## src/rtl/nco_pkg.sv

```systemverilog
// Package: shared mode type and the quarter-wave magnitude generator.
// Assumes the table is computed at elaboration; sample magnitudes are unsigned.
package nco_pkg;

    typedef enum logic [1:0] {
        NCO_FULL       = 2'd0,
        NCO_PHASE_ONLY = 2'd1,
        NCO_TABLE_ONLY = 2'd2
    } nco_mode_e;

    localparam real HALF_PI = 1.5707963267948966;

    // Magnitude of entry idx of a quarter sine, sampled at bin centres.
    function automatic int quarter_mag(input int idx, input int depth, input int mag_w);
        real full;
        real x;
        full = real'((1 << mag_w) - 1);
        x    = full * $sin(HALF_PI * (real'(idx) + 0.5) / real'(depth));
        return $rtoi(x + 0.5);
    endfunction

endpackage

```

## src/rtl/nco_dither_lfsr.sv

```systemverilog
// Module: Galois LFSR that supplies pseudo-random dither bits.
// Assumes a nonzero seed; the low OUT_W bits are taken each cycle.
module nco_dither_lfsr #(
    parameter int               LFSR_W = 16,
    parameter logic [LFSR_W-1:0] TAPS  = 16'hB400,
    parameter logic [LFSR_W-1:0] SEED  = 16'hACE1,
    parameter int               OUT_W  = 8
) (
    input  logic             clk,
    input  logic             rst_n,
    output logic [OUT_W-1:0] bits_o
);

    logic [LFSR_W-1:0] state_q;

    // Shift right, folding the tap mask in when a one leaves the register.
    always_ff @(posedge clk) begin
        if (!rst_n) begin
            state_q <= SEED;
        end else begin
            state_q <= {1'b0, state_q[LFSR_W-1:1]} ^ (state_q[0] ? TAPS : '0);
        end
    end

    assign bits_o = state_q[OUT_W-1:0];

endmodule

```

## src/rtl/nco_phase_acc.sv

```systemverilog
// Module: frequency/offset registers, phase register, dither injection and
// the registered table address. Assumes both config strobes may be high on
// any cycle; a strobe with no data change is harmless.
module nco_phase_acc #(
    parameter int PHASE_W   = 32,
    parameter int ADDR_W    = 10,
    parameter int DITHER_W  = 8,
    parameter bit USE_ACC   = 1'b1,
    parameter bit DITHER_EN = 1'b0
) (
    input  logic               clk,
    input  logic               rst_n,
    input  logic               freq_valid,
    input  logic [PHASE_W-1:0] freq_data,
    input  logic               offs_valid,
    input  logic [PHASE_W-1:0] offs_data,
    output logic [PHASE_W-1:0] acc_o,
    output logic [ADDR_W-1:0]  addr_o
);

    localparam int DSH = PHASE_W - ADDR_W - DITHER_W;

    logic [PHASE_W-1:0]  freq_q;
    logic [PHASE_W-1:0]  offs_q;
    logic [PHASE_W-1:0]  acc_q;
    logic [PHASE_W-1:0]  base;
    logic [PHASE_W-1:0]  dith_ext;
    logic [PHASE_W-1:0]  phase_sum;
    logic [DITHER_W-1:0] dith_bits;
    logic [ADDR_W-1:0]   addr_q;

    // Capture the configuration words when strobed.
    always_ff @(posedge clk) begin
        if (!rst_n) begin
            freq_q <= '0;
            offs_q <= '0;
        end else begin
            if (freq_valid) freq_q <= freq_data;
            if (offs_valid) offs_q <= offs_data;
        end
    end

    // Phase register: steps by the held frequency word each clock.
    always_ff @(posedge clk) begin
        if (!rst_n) begin
            acc_q <= '0;
        end else begin
            acc_q <= USE_ACC ? acc_q + freq_q : '0;
        end
    end

    if (DITHER_EN) begin : g_dither
        nco_dither_lfsr #(.OUT_W(DITHER_W)) u_lfsr (
            .clk    (clk),
            .rst_n  (rst_n),
            .bits_o (dith_bits)
        );
    end else begin : g_no_dither
        assign dith_bits = '0;
    end

    // Dither sits just below the address bits so it moves the address by at most one.
    assign dith_ext  = PHASE_W'(dith_bits) << DSH;
    assign base      = USE_ACC ? acc_q : '0;
    assign phase_sum = base + offs_q + dith_ext;

    // Register the truncated table address.
    always_ff @(posedge clk) begin
        if (!rst_n) begin
            addr_q <= '0;
        end else begin
            addr_q <= phase_sum[PHASE_W-1 -: ADDR_W];
        end
    end

    assign acc_o  = acc_q;
    assign addr_o = addr_q;

endmodule

```

## src/rtl/nco_sincos_lut.sv

```systemverilog
// Module: quarter-wave table with quadrant folding, producing a registered
// two's-complement sine/cosine pair. Assumes ADDR_W >= 3; cosine is the
// sine lookup shifted by a quarter period.
module nco_sincos_lut #(
    parameter int ADDR_W   = 10,
    parameter int SAMPLE_W = 8
) (
    input  logic                  clk,
    input  logic                  rst_n,
    input  logic [ADDR_W-1:0]     addr_i,
    output logic [2*SAMPLE_W-1:0] sample_o
);

    localparam int QA_W   = ADDR_W - 2;
    localparam int QDEPTH = 1 << QA_W;
    localparam int MAG_W  = SAMPLE_W - 1;

    logic [MAG_W-1:0]    rom [QDEPTH];
    logic [SAMPLE_W-1:0] val [2];

    for (genvar g = 0; g < QDEPTH; g++) begin : g_rom
        assign rom[g] = MAG_W'(nco_pkg::quarter_mag(g, QDEPTH, MAG_W));
    end

    // Channel 0 is sine, channel 1 is cosine (address advanced by a quarter).
    for (genvar k = 0; k < 2; k++) begin : g_ch
        logic [ADDR_W-1:0] a;
        logic [QA_W-1:0]   idx;
        logic [MAG_W-1:0]  mag;
        assign a   = addr_i + ADDR_W'(k * QDEPTH);
        assign idx = a[ADDR_W-2] ? ~a[QA_W-1:0] : a[QA_W-1:0];
        assign mag = rom[idx];
        assign val[k] = a[ADDR_W-1] ? -{1'b0, mag} : {1'b0, mag};
    end

    // Register the packed pair, sine in the upper half.
    always_ff @(posedge clk) begin
        if (!rst_n) begin
            sample_o <= '0;
        end else begin
            sample_o <= {val[0], val[1]};
        end
    end

endmodule

```

## src/rtl/quad_nco.sv

```systemverilog
// Module: top of the quadrature oscillator. Selects the build variant,
// generates the fixed-latency valids and drives both output streams.
// Assumes a free-running single clock and synchronous active-low reset.
module quad_nco #(
    parameter nco_pkg::nco_mode_e MODE = nco_pkg::NCO_FULL,
    parameter bit DITHER_EN = 1'b0,
    parameter int PHASE_W   = 32,
    parameter int ADDR_W    = 10,
    parameter int SAMPLE_W  = 8,
    parameter int DITHER_W  = 8
) (
    input  logic                  clk,
    input  logic                  rst_n,
    input  logic                  freq_valid,
    input  logic [PHASE_W-1:0]    freq_data,
    input  logic                  offs_valid,
    input  logic [PHASE_W-1:0]    offs_data,
    output logic                  out_valid,
    output logic [2*SAMPLE_W-1:0] out_data,
    output logic                  phase_out_valid,
    output logic [PHASE_W-1:0]    phase_out_data
);

    localparam int  LAT     = 3;
    localparam bit  HAS_ACC = (MODE != nco_pkg::NCO_TABLE_ONLY);
    localparam bit  HAS_LUT = (MODE != nco_pkg::NCO_PHASE_ONLY);

    logic [PHASE_W-1:0] acc;
    logic [ADDR_W-1:0]  addr;
    logic [LAT-1:0]     vld_sr;

    nco_phase_acc #(
        .PHASE_W   (PHASE_W),
        .ADDR_W    (ADDR_W),
        .DITHER_W  (DITHER_W),
        .USE_ACC   (HAS_ACC),
        .DITHER_EN (DITHER_EN)
    ) u_phase (
        .clk        (clk),
        .rst_n      (rst_n),
        .freq_valid (freq_valid),
        .freq_data  (freq_data),
        .offs_valid (offs_valid),
        .offs_data  (offs_data),
        .acc_o      (acc),
        .addr_o     (addr)
    );

    // Valid pipeline: fills with ones after reset release.
    always_ff @(posedge clk) begin
        if (!rst_n) begin
            vld_sr <= '0;
        end else begin
            vld_sr <= {vld_sr[LAT-2:0], 1'b1};
        end
    end

    if (HAS_LUT) begin : g_lut
        nco_sincos_lut #(
            .ADDR_W   (ADDR_W),
            .SAMPLE_W (SAMPLE_W)
        ) u_lut (
            .clk      (clk),
            .rst_n    (rst_n),
            .addr_i   (addr),
            .sample_o (out_data)
        );
        assign out_valid = vld_sr[LAT-1];
    end else begin : g_no_lut
        assign out_data  = '0;
        assign out_valid = 1'b0;
    end

    if (HAS_ACC) begin : g_phase_out
        assign phase_out_data  = acc;
        assign phase_out_valid = vld_sr[0];
    end else begin : g_no_phase_out
        assign phase_out_data  = '0;
        assign phase_out_valid = 1'b0;
    end

endmodule

```

## config.mk

```make
export PLATFORM = sky130hd
export DESIGN_NAME = quad_nco
export DESIGN_NICKNAME = d
export VERILOG_FILES = /design/src/rtl/nco_pkg.sv /design/src/rtl/nco_dither_lfsr.sv /design/src/rtl/nco_phase_acc.sv /design/src/rtl/nco_sincos_lut.sv /design/src/rtl/quad_nco.sv
export SDC_FILE = /design/constraint.sdc
export NUM_CORES = 1
export LEC_CHECK = 0
export BUFFER_PORTS_ARGS = -buffer_cell sky130_fd_sc_hd__buf_4
export CAP_MARGIN = 10
export CORE_ASPECT_RATIO = 1.25
export CORE_MARGIN = 3
export CORE_UTILIZATION = 45
export DETAILED_ROUTE_END_ITERATION = 7
export MAX_ROUTING_LAYER = met4
export PLACE_DENSITY = 0.66
export SLEW_MARGIN = 10
export SYNTH_ARGS = -nofsm -noshare
export SYNTH_HDL_FRONTEND = slang
export SYNTH_HIERARCHICAL = 1
export SYNTH_SLANG_ARGS = --single-unit
```

## constraint.sdc

```tcl
create_clock -name clk -period 4.3 [get_ports clk]
set_input_delay 0.215 -clock clk [delete_from_list [all_inputs] [get_ports clk]]
set_output_delay 0.215 -clock clk [all_outputs]
set_load 0.02 [all_outputs]
```

==> results by group <==
Placement
  – Dpl cells: around 1900
  – Number of buffers added on ports: around 120
  – DP Wirelength: about 39000 um
  – Post-Place Worst Slack: 0.462 ns
  – Post-DP Area: about 13000 um2
  – Routability cong.: ~1.1

Critical path
  – CP cell instances: buf_4 -> inv_2 -> buf_12 -> nor2_1 -> nand3_1 -> a311oi_1 -> a2bb2o_1 -> or3_1 -> o41a_1 -> o221ai_1
  – Critical R2R Capture: g_lut.u_lut/sample_o[13]
  – Worst path max stage delay: 0.69 ns
  – Slowest CP cell: a311oi_1
  – Reg2reg start: u_phase/addr_o[8]
  – Reg2reg path depth: 10
  – Worst Setup Path Type: reg -> reg
  – Arrival @ worst endpoint: 4.26 ns
  – Critical path endpoint category: flop
  – Setup slack, reg-to-reg: between 0.3 and 0.4 ns
  – Worst-path maximum fanout: 51
  – Worst setup SP type: flop
  – CP Data Required Time: 4.64 ns

Die
  – # IOs: 118
  – Die Area: 27700 um2
  – Die Y-Extent: ~190 um
  – Die width: ~150 um
  – Core area: ~25000 um2
  – Row cnt: 65
  – Initial Util: a little under half

Pwr
  – Sw frac: 46.1%
  – Switch Pwr: 3.06 mW
  – Comb power frac: a little under three fifths
  – P_int: roughly 3.6 mW
  – Register share of total power: between 20 and 25%
  – Worst VDD drop: roughly 0.28 mV
  – Clk network pwr share: a little over a fifth
  – Pwr Total: roughly 6.6 mW
  – Pwr dens: between 400 and 500 nW/um2
  – Leak: ~5.9 nW

Clocking
  – Reg clk slew, reported paths: 0.06 ns
  – CTS tree: yes
  – Cts repair resizes: 0
  – TritonCTS Buffers: 17
  – Clock Latency Late Sink: approximately 0.43 ns
  – Clock Tree Buf Depth: 2
  – # clock sinks: 125
  – CTS root buf: clkbuf_16
  – Setup repair bufs after CTS: 0
  – # hold bufs at CTS: 0
  – H-tree levels: 4

Final layout
  – Final Cell Area: between 10000 and 15000 um2
  – Layout area overhead: 16.9%
  – Final #Nets: between 1500 and 2000
  – Layout fillers: 2504
  – N_diodes: 0
  – Final core utilization: a little over half
  – Finished Layout Cells: slightly below 2000
  – Ratio of cells with drive above 1 in the final layout: between 10% and 20%

Outcome
  – Run status: completed

Yosys
  – Mux contribution to synthesized area: between 7 and 8%
  – Top_reg_cell synth: dfxtp_1
  – Compound-Gate Fraction of Synth Area: a little under a third
  – Post-Synth Simple-Gate Area: a little over a fifth
  – Post-Syn Area: ~12000 um2
  – Synth Area in XOR/XNOR: under 10%
  – Post-synth top area share: between 20% and 30%
  – Yosys top cell by area: dfxtp_1
  – Synth top area cells: dfxtp_1 (22%), ha_1 (7.7%), mux2i_1 (6.7%)
  – Synth cell types: about 100
  – YS warnings: 6
  – Area share of fa/ha/maj cells after synthesis: 8.02%
  – Syn_area_per_cell: between 7 and 8 um2
  – Asr flop ratio synth: 0%
  – Seq cells post-synth: 125
  – Largest family of logic cells by synthesized area: compound AO/OA/AOI/OAI gates
  – Gate Count Post-Synth: about 1500
  – Sequential-to-total area share from yosys stat: between 20 and 25%
  – Mapped Nets: 1665
  – Post-synth EDFFs: 0

Drt
  – Initial DRC count: 1215
  – Routed vias/inst: between 6 and 7
  – Drt pass-1 iters: 6
  – Met1 Wirelength: roughly 18000 um
  – Top routing layer in use: met4
  – Via count: 13100
  – Metal3 WL: ~4000 um
  – Routed length on met2: 24300 um
  – Routed WL per cell: between 20 and 30 um
  – Antenna Nets Post-Route: 0
  – # DRC: 0
  – DRT Wirelength: between 50000 and 60000 um

Timing
  – Final setup violation count: 0
  – Max frequency: roughly 260 MHz
  – Final worst slack: between 0.3 and 0.4 ns
  – Slew @ Worst Pin: just over 0.8 ns
  – Hold Violations, Final: 0
  – Setup TNS Final: 0 ns
  – Min cycle time layout: just under 4 ns
  – Relative slew slack: between 40% and 50%
  – Final Hold Slack: 0.0244 ns
  – Crit share post-route: between 90 and 100%
  – Worst Clk Skew: 0.0130 ns
  – Max Slew Vio Count: 0
  – RSZ-0062 raised after global routing: false

GRT
  – Total GRT Usage: 37.5%
  – Largest net degree at the start of global routing: slightly above 70
  – Vias in the first global route: 12600
  – Initial antenna violation count: 0
  – Overflow after GRT: 0
  – First-pass GRT wire length: 76300 um

Min path
  – Hold Crit Class: in -> reg
  – WHS Endpoint: u_phase/freq_q[25]
  – Worst Hold Launch: freq_data[25]
  – WHS Path Cells: 3

Job
  – Max cap viols: 0
==> worst max-delay path: cells and delay by family, from the launching register on <==
| kind | cells | cell delay [ns] |
|---|---|---|
| compound gates | 4 | 1.50 |
| buf+inv | 3 | 0.99 |
| flops | 1 | 0.39 |
| simple gates | 3 | 0.91 |
==> synth_stat cells, types with 32 or more instances <==
cell type	number
nor2_1	187
a21o_1	32
nand2b_1	37
nor3_1	33
clkbuf_1	40
o21ai_0	88
buf_2	41
mux2i_1	77
dfxtp_1	125
nand2_1	89
a21oi_1	129
nand3_1	39
ha_1	71
==> registers in the layout, summed over array words and instances (netlist names) <==
name                  cells
u_phase/offs_q           32
u_phase/freq_q           32
u_phase/addr_o           10
u_phase/acc_o            32
vld_sr                    3
g_lut.u_lut/sample_o     16
==> power by group through the flow <==
stage | Sequential [mW] | Combinational, mW | Clock, mW
after CTS | 1.47 | 3.59 | 1.47
final | 1.47 | 3.72 | 1.44
after global placement | 1.49 | 3.59 | 0
after detailed placement | 1.49 | 3.57 | 0
after floorplan | 1.54 | 2.15 | 0
after global routing | 1.49 | 3.92 | 1.51
==> kinds of logic after synthesis <==
logic type               Yosys count
AND/OR/NAND/NOR                  519
XOR/XNOR                          54
multiplexers                      82
adder cells (fa/ha/maj)           74
flip-flops                       125
AO/OA/AOI/OAI                    516
buffers and inverters            155
==> worst max path at each step <==
stage                            startpoint                       end  slack [ns]  depth (start not counted)
after CTS                 u_phase/addr_o[8]  g_lut.u_lut/sample_o[13]        0.46                         10
after global placement    u_phase/addr_o[8]  g_lut.u_lut/sample_o[14]        0.51                         12
final                     u_phase/addr_o[8]  g_lut.u_lut/sample_o[13]        0.38                         10
after floorplan           u_phase/addr_o[8]  g_lut.u_lut/sample_o[12]        0.25                         19
after global routing      u_phase/addr_o[3]  g_lut.u_lut/sample_o[12]        0.20                         12
after detailed placement  u_phase/addr_o[8]  g_lut.u_lut/sample_o[13]        0.46                         10
==> routing by layer <==
| layer | up-vias | global-route usage, % |
|---|---|---|
| met5 | - | - |
| met4 | 0 | 28.2 |
| met3 | 275 | 7.07 |
| met2 | 782 | 61.5 |
| met1 | 6156 | 40.0 |
| li1 | 5851 | - |
==> cells in the final DEF, fill, tap and decap left out, types with 15 or more instances in the layout <==
| master | netlist | final |
|---|---|---|
| a211oi_1 | 17 | 17 |
| a21o_1 | 32 | 32 |
| a21oi_1 | 129 | 129 |
| a31oi_1 | 28 | 28 |
| and2_1 | 18 | 18 |
| and3_1 | 15 | 15 |
| buf_4 | 20 | 194 |
| clkbuf_16 | 0 | 17 |
| dfxtp_1 | 125 | 121 |
| ha_1 | 71 | 71 |
| inv_1 | 30 | 30 |
| mux2i_1 | 77 | 77 |
| nand2_1 | 89 | 89 |
| nand2b_1 | 37 | 37 |
| nand3_1 | 39 | 39 |
| nand4_1 | 18 | 18 |
| nor2_1 | 187 | 187 |
| nor2b_1 | 28 | 28 |
| nor3_1 | 33 | 33 |
| o211ai_1 | 15 | 15 |
| o21ai_0 | 88 | 88 |
| o221ai_1 | 16 | 16 |
| o22ai_1 | 26 | 26 |
| xnor2_1 | 30 | 30 |
| xor2_1 | 24 | 23 |
==> layout make-up <==
class	count	area, um2	area share, %
clock buffer	23	488	3.61
clock inverter	9	110	0.814
inverter	33	124	0.915
multi-input combinational	1245	8320	61.5
sequential	125	2510	18.5
tap	335	419	3.10
timing repair buffer	199	1560	11.5
(Power assumes the default switching activity.)
